File: src/rtl/glb_timer64.sv
module glb_timer64 #(
  parameter int ADDR_W  = 5,
  parameter int PRESC_W = 8,
  parameter int INC_W   = 32
) (
  input  logic              clk,
  input  logic              rst_n,
  input  logic [ADDR_W-1:0] bus_addr,
  input  logic              bus_we,
  input  logic [31:0]       bus_wdata,
  output logic [31:0]       bus_rdata,
  output logic              irq
);
  localparam logic [ADDR_W-1:0] OFF_CLO = ADDR_W'(8'h00);
  localparam logic [ADDR_W-1:0] OFF_CHI = ADDR_W'(8'h04);
  localparam logic [ADDR_W-1:0] OFF_CTL = ADDR_W'(8'h08);
  localparam logic [ADDR_W-1:0] OFF_STS = ADDR_W'(8'h0C);
  localparam logic [ADDR_W-1:0] OFF_MLO = ADDR_W'(8'h10);
  localparam logic [ADDR_W-1:0] OFF_MHI = ADDR_W'(8'h14);
  localparam logic [ADDR_W-1:0] OFF_INC = ADDR_W'(8'h18);

  logic               run, cmp_on, irq_on, reload_on, evt;
  logic [PRESC_W-1:0] psc, div;
  logic [63:0]        count, match_val;
  logic [INC_W-1:0]   step;
  logic               tick, hit;

  assign tick = run && (div == psc);
  assign hit  = tick && cmp_on && (count >= match_val);
  assign irq  = evt && irq_on;

  always_ff @(posedge clk or negedge rst_n) begin
    if (!rst_n) div <= '0;
    else if (!run || tick) div <= '0;
    else div <= div + 1'b1;
  end

  always_ff @(posedge clk or negedge rst_n) begin
    if (!rst_n) count <= '0;
    else if (bus_we && !run && bus_addr == OFF_CLO) count[31:0] <= bus_wdata;
    else if (bus_we && !run && bus_addr == OFF_CHI) count[63:32] <= bus_wdata;
    else if (tick) count <= count + 64'd1;
  end

  always_ff @(posedge clk or negedge rst_n) begin
    if (!rst_n) match_val <= '0;
    else if (bus_we && bus_addr == OFF_MLO) match_val[31:0] <= bus_wdata;
    else if (bus_we && bus_addr == OFF_MHI) match_val[63:32] <= bus_wdata;
    else if (hit && reload_on) match_val <= match_val + 64'(step);
  end

  always_ff @(posedge clk or negedge rst_n) begin
    if (!rst_n) evt <= 1'b0;
    else if (hit) evt <= 1'b1;
    else if (bus_we && bus_addr == OFF_STS && bus_wdata[0]) evt <= 1'b0;
  end

  always_ff @(posedge clk or negedge rst_n) begin
    if (!rst_n) begin
      run <= 1'b0; cmp_on <= 1'b0; irq_on <= 1'b0; reload_on <= 1'b0;
      psc <= '0; step <= '0;
    end else if (bus_we) begin
      if (bus_addr == OFF_CTL) begin
        run       <= bus_wdata[0];
        cmp_on    <= bus_wdata[1];
        irq_on    <= bus_wdata[2];
        reload_on <= bus_wdata[3];
        psc       <= bus_wdata[8 +: PRESC_W];
      end
      if (bus_addr == OFF_INC) step <= bus_wdata[INC_W-1:0];
    end
  end

  always_comb begin
    case (bus_addr)
      OFF_CLO: bus_rdata = count[31:0];
      OFF_CHI: bus_rdata = count[63:32];
      OFF_CTL: bus_rdata = 32'({psc, 4'b0000, reload_on, irq_on, cmp_on, run});
      OFF_STS: bus_rdata = {31'd0, evt};
      OFF_MLO: bus_rdata = match_val[31:0];
      OFF_MHI: bus_rdata = match_val[63:32];
      OFF_INC: bus_rdata = 32'(step);
      default: bus_rdata = '0;
    endcase
  end
endmodule

File: config.mk
export PLATFORM = sky130hd
export DESIGN_NAME = glb_timer64
export DESIGN_NICKNAME = d
export VERILOG_FILES = /design/src/rtl/glb_timer64.sv
export SDC_FILE = /design/constraint.sdc
export NUM_CORES = 1
export LEC_CHECK = 0
export BUFFER_PORTS_ARGS = -buffer_cell sky130_fd_sc_hd__buf_4
export CAP_MARGIN = 10
export CORE_UTILIZATION = 25
export DETAILED_ROUTE_END_ITERATION = 12
export HOLD_SLACK_MARGIN = 0.05
export PLACE_DENSITY = 0.48
export SYNTH_ARGS = -nofsm -noshare
export SYNTH_HDL_FRONTEND = slang
export SYNTH_SLANG_ARGS = --single-unit
File: constraint.sdc
create_clock -name clk -period 3.15 [get_ports clk]
set_input_delay 0.1575 -clock clk [delete_from_list [all_inputs] [get_ports clk]]
set_output_delay 0.1575 -clock clk [all_outputs]
set_load 0.05 [all_outputs]
Word-level counts from Yosys, hierarchy flattened:

Index checks and enable logic that the tools add are counted.

* flip-flop bits (word level): 181

* magnitude comparators: 1
* eq/ne operators: 9
* reduce and logical (&&, ||, !) cells: 26
* multiplexer cells: 12
* add/subtract/negate cells: 3
* bitwise logic cells: 2

Operators with widths (number)
* $pmux 32 s7: 1
* $mux 32: 6
* $mux 64: 2
* $add 64x1->64 const B: 1
* $add 64x32->64: 1
* $ge 64x64->1: 1
* $eq 5x5->1 const B: 3
* $logic_and 1x1->1: 12
* $reduce_and 2->1: 6
* $eq 5x4->1 const B: 2
* $reduce_bool 2->1: 5
* $add 8x1->8 const B: 1
* $eq 8x8->1: 1
* $mux 8: 1
* $eq 5x3->1 const B: 1
* $logic_not 5->1: 1
* $ne 2x2->1 const B: 2
* $mux 1: 2
* $not 1->1: 2
* $logic_not 1->1: 1
* $logic_or 1x1->1: 1

Longest topological paths before layout:

Gate-level depths: netlist of the first run.

* depth after elaboration: 8
* mapped depth: 14
* depth with buffers taken out: 13

Worst setup path before layout of the first run:

OpenSTA, ideal clock, no wires.

* kind: register to register
* start point: register match_val[0]
* end point: register match_val[52]
* buffers on the path: 1
* data arrival time: 2994 ps
* library setup time: 122 ps
* cell stages (with the launch flop): 15
* path slack: 34 ps
* cell sequence: dfrtp_1 ha_1 inv_1 fa_1 and2b_4 o211ai_2 a31oi_2 a41o_1 a31o_4 a211oi_4 o31a_4 buf_12 nor4_2 a31oi_1 a21boi_1

* word-level cells in the longest chain between the ends: 5

RTL lines
* start, declared: RTL line 24 `logic [63:0] count, match_val;`
* start signal, assigned: RTL line 47 `else if (bus_we && bus_addr == OFF_MLO) match_val[31:0] <= bus_wdata;`
* start signal, assigned: RTL line 49 `else if (hit && reload_on) match_val <= match_val + 64'(step);`
* $ge 64x64->1: RTL line 29 `assign hit = tick && cmp_on && (count >= match_val);`
* $logic_and 1x1->1: RTL line 29
* $logic_and 1x1->1: RTL line 49
* $reduce_bool 2->1 (no source line)
* $reduce_and 2->1 (no source line)

Parallel ways exist; a longest one is shown, timed or not. The select of a mux whose other input is x is not followed.
A chain may end at the register's enable or synchronous reset.

Worst setup path in the final report of the first run:

* start point: register step[0]
* end point: register match_val[34]

* word-level cells in the longest chain between the ends: 3

RTL lines
* start, declared: RTL line 25 `logic [INC_W-1:0] step;`
* start signal, assigned: RTL line 70 `if (bus_addr == OFF_INC) step <= bus_wdata[INC_W-1:0];`
* $add 64x32->64: RTL line 49
* $mux 64: RTL line 49
* $mux 32: RTL line 48 `else if (bus_we && bus_addr == OFF_MHI) match_val[63:32] <= bus_wdata;`
* end signal, assigned: RTL line 48
* end signal, assigned: RTL line 49

No other way between the ends. The select of a mux whose other input is x is not followed.

==> run metrics, run 1 <==
cts bufs inserted 17; Crit Path Max Fanout 6; Total Neg Setup Slack -162.7 ps; hpwl dp approximately 47000 um; Primary FF master, synth dfrtp_1; CTS tree yes; kind of critical path flip-flop to flip-flop; M1 WL 28370 um; violated checks setup timing; setup ws final -39.72 ps; starting density of the core 0.2529; vias per inst 5.320; final-stage net count around 2100; R2R cell count 14; post-route cell area 18770 um^2; DRT iter0 DRCs 1313; met3 wire length about 3800 um; num rows 86; sequential-to-total area share from yosys stat 0.3251; Required @ worst endpoint 3510 ps; Mapped Cells about 1700; Die Width 238.1 um; Async SR Flop Fraction 1.000; share of cells above drive strength 1 0.2632; Remaining DRCs 0; post-synthesis register bit count 181; Startpoint Class flip-flop; dominant cell type by area after synthesis dfrtp_1; max_slew headroom 0.5248; Final Non-Filler Cells 2750; Hold Vio Cnt, Final 0; Syn. warnings 0; gr ovfl total 0; htree depth 4; share of the synthesized area in the top cell type 0.3251; fill count 5765; Pre-Repair DR Iteration Count 7; Core Area roughly 55000 um^2; Worst Clk Skew 13.30 ps; n_diodes 0; Overall Global Routing Usage 0.2145; PortBufs 72; setup violators final 9; Final GP Congestion 0.9266; DR WL/cell 22.49 um; via count 14630; leakage power about 0.0081 uW; vias in the first global route ~14000; number of antenna violations at the first check in global routing 0; Antenna Violating Nets Remaining 0; Placed Cells 2666; Clock transition at path regs 70 ps; RSZ-0062 raised after global routing true; Routed WL 61850 um; top cells by area, synth dfrtp_1 33%, ha_1 8.8%, nand2_1 5.4%, o21ai_0 5.0%, a21oi_1 4.8%; worst vdd ir 0.4379 mV; reg2reg start step[0]; commonest non-fill, non-tap cell in the layout buf_4; root buf cell clkbuf_16; pin count of the biggest net entering global routing 72; Peak Freq between 300 and 400 MHz; DR top layer met4; clock sinks 181; reg2reg end match_val[34]; synthesized net count 1818; outcome complete, but fails checks; dpl ws -149.0 ps; Worst R2R Setup Slack -40 ps; P per Cell Area 634.3 nW/um^2; first-pass GRT wire length 90690 um; CP Data Arrival Time 3550 ps; io pins 73; most frequent cells in the layout 317 x buf_4, 197 x nand2_1, 180 x dfrtp_1, 127 x nor2_1, 126 x a21oi_1; crit end category flip-flop; number of flops mapped to enable cells by yosys 0; period utilization 1.013; Mapped Avg Cell Area ~8.3 um^2; Final Max Tran Viols 0; area delta synth->final 34.71%; clk buf depth 2; minimum clock period around 3200 ps; later-pin clock latency in the skew report approximately 480 ps; met2 wire length 27770 um; die height 238.1 um; library cells used by synthesis 82; mapped cell area approximately 14000 um^2; maxcap violations 0; Die ar. roughly 57000 um^2; min-delay worst type input port to asynchronous set/reset pin; Worst-Margin Slew 712.9 ps; placed inst area 17080 um^2
==> cell usage after synthesis, drive strengths merged (19+ instances only) <==
master and number:
a21o 31, nand2 202, nor2 136, nor3 33, ha 98, o21ai 144, o22ai 29, xnor2 34
and3 32, mux2i 41, nand4 37, clkbuf 72, a22oi 35, dfrtp 181, mux2 42, inv 86
xor2 34, a211oi 19, nand3 61, a21oi 135
==> routing by layer <==
layer	global-route usage	vias to the layer above
met5	0	-
met4	0.07168	0
met3	0.03077	97
met2	0.3389	546
met1	0.2984	7217
li1	-	6770
==> area by class of cell <==
type,count,area [um^2],area share
clock buffer,21,460.4,0.02453
clock inverter,10,130.1,0.006933
inverter,86,322.8,0.01720
multi-input combinational,1322,9235,0.4920
sequential,181,4531,0.2414
tap,748,935.9,0.04986
timing repair buffer,382,3154,0.1681
==> sequential cells by signal, indices dropped and copies added, names as in the netlist <==
signal and flops:
match_val 64, count 64, run 1, cmp_on 1
psc 8, evt 1, irq_on 1, reload_on 1
div 8, step 32
==> power breakdown <==
group | internal, uW | switching (uW)
Sequential | 2870 | 559
Combinational | 2760 | 3410
Clock | 1280 | 1030
==> logic make-up after synthesis <==
kind of cell    share of synthesized area
simple gates                       0.1976
fa+ha+maj                         0.08944
xor+xnor                          0.04274
mux                               0.06340
compound gates                     0.2317
flops                              0.3251
buf+inv                           0.05002
==> how the worst max path moves through the flow <==
stage | to | start | slack, ps
floorplan | match_val[52] | match_val[0] | 30
global placement | match_val[30] | match_val[49] | -80
detailed placement | match_val[40] | match_val[0] | -150
CTS | match_val[40] | step[0] | -2
global route | match_val[56] | step[0] | -180
finish | match_val[34] | step[0] | -40
==> through the flow <==
step	util	hold slack (ps)	total power, uW
after floorplan	-	-138.1	6641
after global placement	0.3101	237.6	9006
after detailed placement	0.3101	237.6	9072
after CTS	0.3279	288.9	11490
after global routing	0.3407	318.3	12630
final	0.3407	262.5	11910
==> critical path, cell delays in order (launching register included) <==
cell and delay, ps:
dfrtp_1 360, ha_2 190, inv_2 50, fa_2 360
and2b_4 270, o211ai_4 90, a31oi_4 190, a41o_1 250
a31o_4 200, a211oi_4 60, o31a_4 410, buf_4 180
o21ai_1 120, a21oi_1 80, a211o_1 260
==> what timing repair did <==
action / CTS / global route
endpoints found under the hold margin: 218 / 0
gates cloned: 0 / 3
setup buffers: 0 / 15
pin swaps: 11 / 48
resized for setup: 11 / 119
hold buffers: 35 / 0
setup endpoints to repair: 40 / 64
(Power assumes the default switching activity.)
==> run 2, diff against run 1 <==
--- a/config.mk
+++ b/config.mk
@@ -9,7 +9,7 @@
 export CAP_MARGIN = 10
 export CORE_UTILIZATION = 25
 export DETAILED_ROUTE_END_ITERATION = 12
-export HOLD_SLACK_MARGIN = 0.05
+export HOLD_SLACK_MARGIN = 0.15
 export PLACE_DENSITY = 0.48
 export SYNTH_ARGS = -nofsm -noshare
 export SYNTH_HDL_FRONTEND = slang
==> constraint.sdc (replaced) <==
create_clock -name clk -period 2.7 [get_ports clk]
set_input_delay 0.135 -clock clk [delete_from_list [all_inputs] [get_ports clk]]
set_output_delay 0.135 -clock clk [all_outputs]
set_load 0.05 [all_outputs]
==> run 2 against run 1 <==
The flow still finishes with violations (setup timing). Flip-flop and latch count unchanged. Non-clock buffer count increased by 203. Power increased by 37%. Die area unchanged. Largest cell class unchanged.
==> run metrics, run 2 (synthesized netlist as in run 1, its figures left out) <==
Sequential Power Share 0.236 (-0.052); switching pwr 6676 uW (+33%); Crit Path Max Fanout 4 (-2); Worst-Margin Slew 706.0 ps (-6.863 ps); via count 15390 (+5.2%); min-delay worst type input port to asynchronous set/reset pin; commonest non-fill, non-tap cell in the layout buf_4; final core utilization 0.3902 (+0.04956); DRT iter0 DRCs 1181 (-10%); first-pass GRT wire length 97270 um (+7.3%); Die ar. 56680 um^2 (unchanged); setup violators final 64 (+55); clk buf depth 2 (unchanged); reg2reg end match_val[52]; R2R cell count 14 (unchanged); final-stage net count 2333 (+9.6%); Required @ worst endpoint 3070 ps (-440 ps); Clock transition at path regs 80 ps (about the same); kind of critical path flip-flop to flip-flop; pin count of the biggest net entering global routing 69 (-4.2%); cts bufs inserted 17 (unchanged); n_diodes 0 (unchanged); Worst R2R Setup Slack -500 ps (-460 ps); hpwl dp 47680 um (+2.4%); Peak Freq 312.4 MHz (-0.35%); root buf cell clkbuf_16; max_slew headroom 0.5293 (+0.004576); RSZ-0062 raised after global routing true; period utilization 1.186 (+0.1729); PortBufs 72 (unchanged); Overall Global Routing Usage 0.2304 (+0.01595); CTS tree yes; crit end category flip-flop; Final GP Congestion 0.9227 (-0.42%); Worst Clk Skew 17.26 ps (+3.961 ps); Startpoint Class flip-flop; htree depth 4 (unchanged); vias in the first global route 15340 (+9.1%); reg2reg start match_val[0]; share of cells above drive strength 1 0.3849 (+0.1216); Antenna Violating Nets Remaining 0 (unchanged); crit path from match_val[0]; setup ws final -500.9 ps (-461.2 ps); gr ovfl total 0 (unchanged); worst vdd ir 0.5150 mV (+18%); Final Max Tran Viols 0 (unchanged); most frequent cells in the layout 481 x buf_4, 194 x nand2_1, 181 x dfrtp_1, 100 x a21oi_1, 99 x nor2_1; Pre-Repair DR Iteration Count 5 (-2); internal power 9648 uW (+40%); outcome complete, but fails checks; io pins 73 (unchanged); Die Width 238.1 um (unchanged); leakage power 0.009438 uW (+16%); final hold slack 233.6 ps (-28.92 ps); starting density of the core 0.2529 (unchanged); Hold Vio Cnt, Final 0 (unchanged); number of antenna violations at the first check in global routing 0 (unchanged); area delta synth->final 54.30%; Routed WL 65390 um (+5.7%); vias per inst 5.209 (-2.1%); Remaining DRCs 0 (unchanged); num rows 86 (unchanged); minimum clock period 3201 ps (+11.18 ps); maxcap violations 0 (unchanged); clock sinks 181 (unchanged); switch share 0.4090 (-0.01106); DR WL/cell 22.13 um (-1.6%); violated checks setup timing; P per Cell Area 759.3 nW/um^2 (+20%); biggest regs count: 64 flops, match_val: 64 flops, step: 32 flops; CP Data Arrival Time 3570 ps (+20 ps); later-pin clock latency in the skew report 490 ps (about the same); Core Area 55090 um^2 (unchanged); die height 238.1 um (unchanged); Clock Power Share 0.186 (-0.008); Comb pwr share 0.578 (+0.060)
==> run 2: cell types whose count changed in the layout (fill, tap and decap cells not counted), sizes merged <==
cell      change
nand2         +1
clkbuf        -4
clkinv        -3
bufinv        +3
clkinvlp      -1
buf         +205
inv           +3
==> run 2: critical path, cell delays in order (launching register included) <==
cell and delay [ps]:
dfrtp_1 410, ha_4 160, inv_2 40, fa_2 330, and2b_4 270, o211ai_4 100, a31oi_4 230, a41o_4 280
a31o_4 200, a211oi_4 90, o31a_4 360, buf_6 150, nor4_4 230, a31oi_1 100, a21boi_1 130
==> run 2: layout make-up <==
cell class,instances,area [um^2]
flip-flops and latches,181,4529
fillers,5577,33590
clock inverters,12,224.0
repair buffers,585,4962
well taps,748,935.9
inverters,86,322.8
clock buffers,19,442.9
multi-input cells,1323,10080
==> run 2: worst max-delay path by stage <==
stage | cells past startpoint | endpoint | slack, ps
after CTS | 14 | match_val[40] | -570
after detailed placement | 13 | match_val[27] | -690
final | 14 | match_val[52] | -500
after global routing | 14 | match_val[56] | -590
after global placement | 15 | match_val[24] | -710
after floorplan | 14 | match_val[36] | -220
==> run 2: routing by layer <==
| layer | vias to the layer above | GRT usage | share of wire |
|---|---|---|---|
| met5 | - | 0 | 0 |
| met4 | 0 | 0.06371 | 0.025 |
| met3 | 83 | 0.03933 | 0.060 |
| met2 | 523 | 0.3707 | 0.46 |
| met1 | 7614 | 0.3163 | 0.45 |
| li1 | 7167 | - | - |
==> run 2: through the flow <==
stage	std cells	power (uW)	setup TNS [ps]	instance area (um^2)	setup slack (ps)
final	2954	16320	-25120	21500	-500.9
after global routing	2954	17310	-30420	21500	-589.5
after CTS	2939	15520	-26250	20630	-574.1
after detailed placement	2820	11670	-35080	18390	-685.8
after global placement	2820	11590	-37250	18390	-706.3
after floorplan	1679	7772	-2791	13990	-215.6
==> run 2: power groups by stage <==
stage,Clock (uW),Combinational (uW),Sequential (uW)
after floorplan,0,3830,3940
after global placement,0,7780,3810
after detailed placement,0,7840,3820
after CTS,3080,8600,3840
after global routing,3180,10200,3940
final,3040,9430,3860
==> run 2: repair_timing <==
action,CTS,global route
hold buffers,35,0
gates cloned,8,1
gates resized for setup,150,203
buffers inserted,48,29
pin swaps,61,114
endpoints found under the hold margin,237,0
setup endpoints to repair,66,95
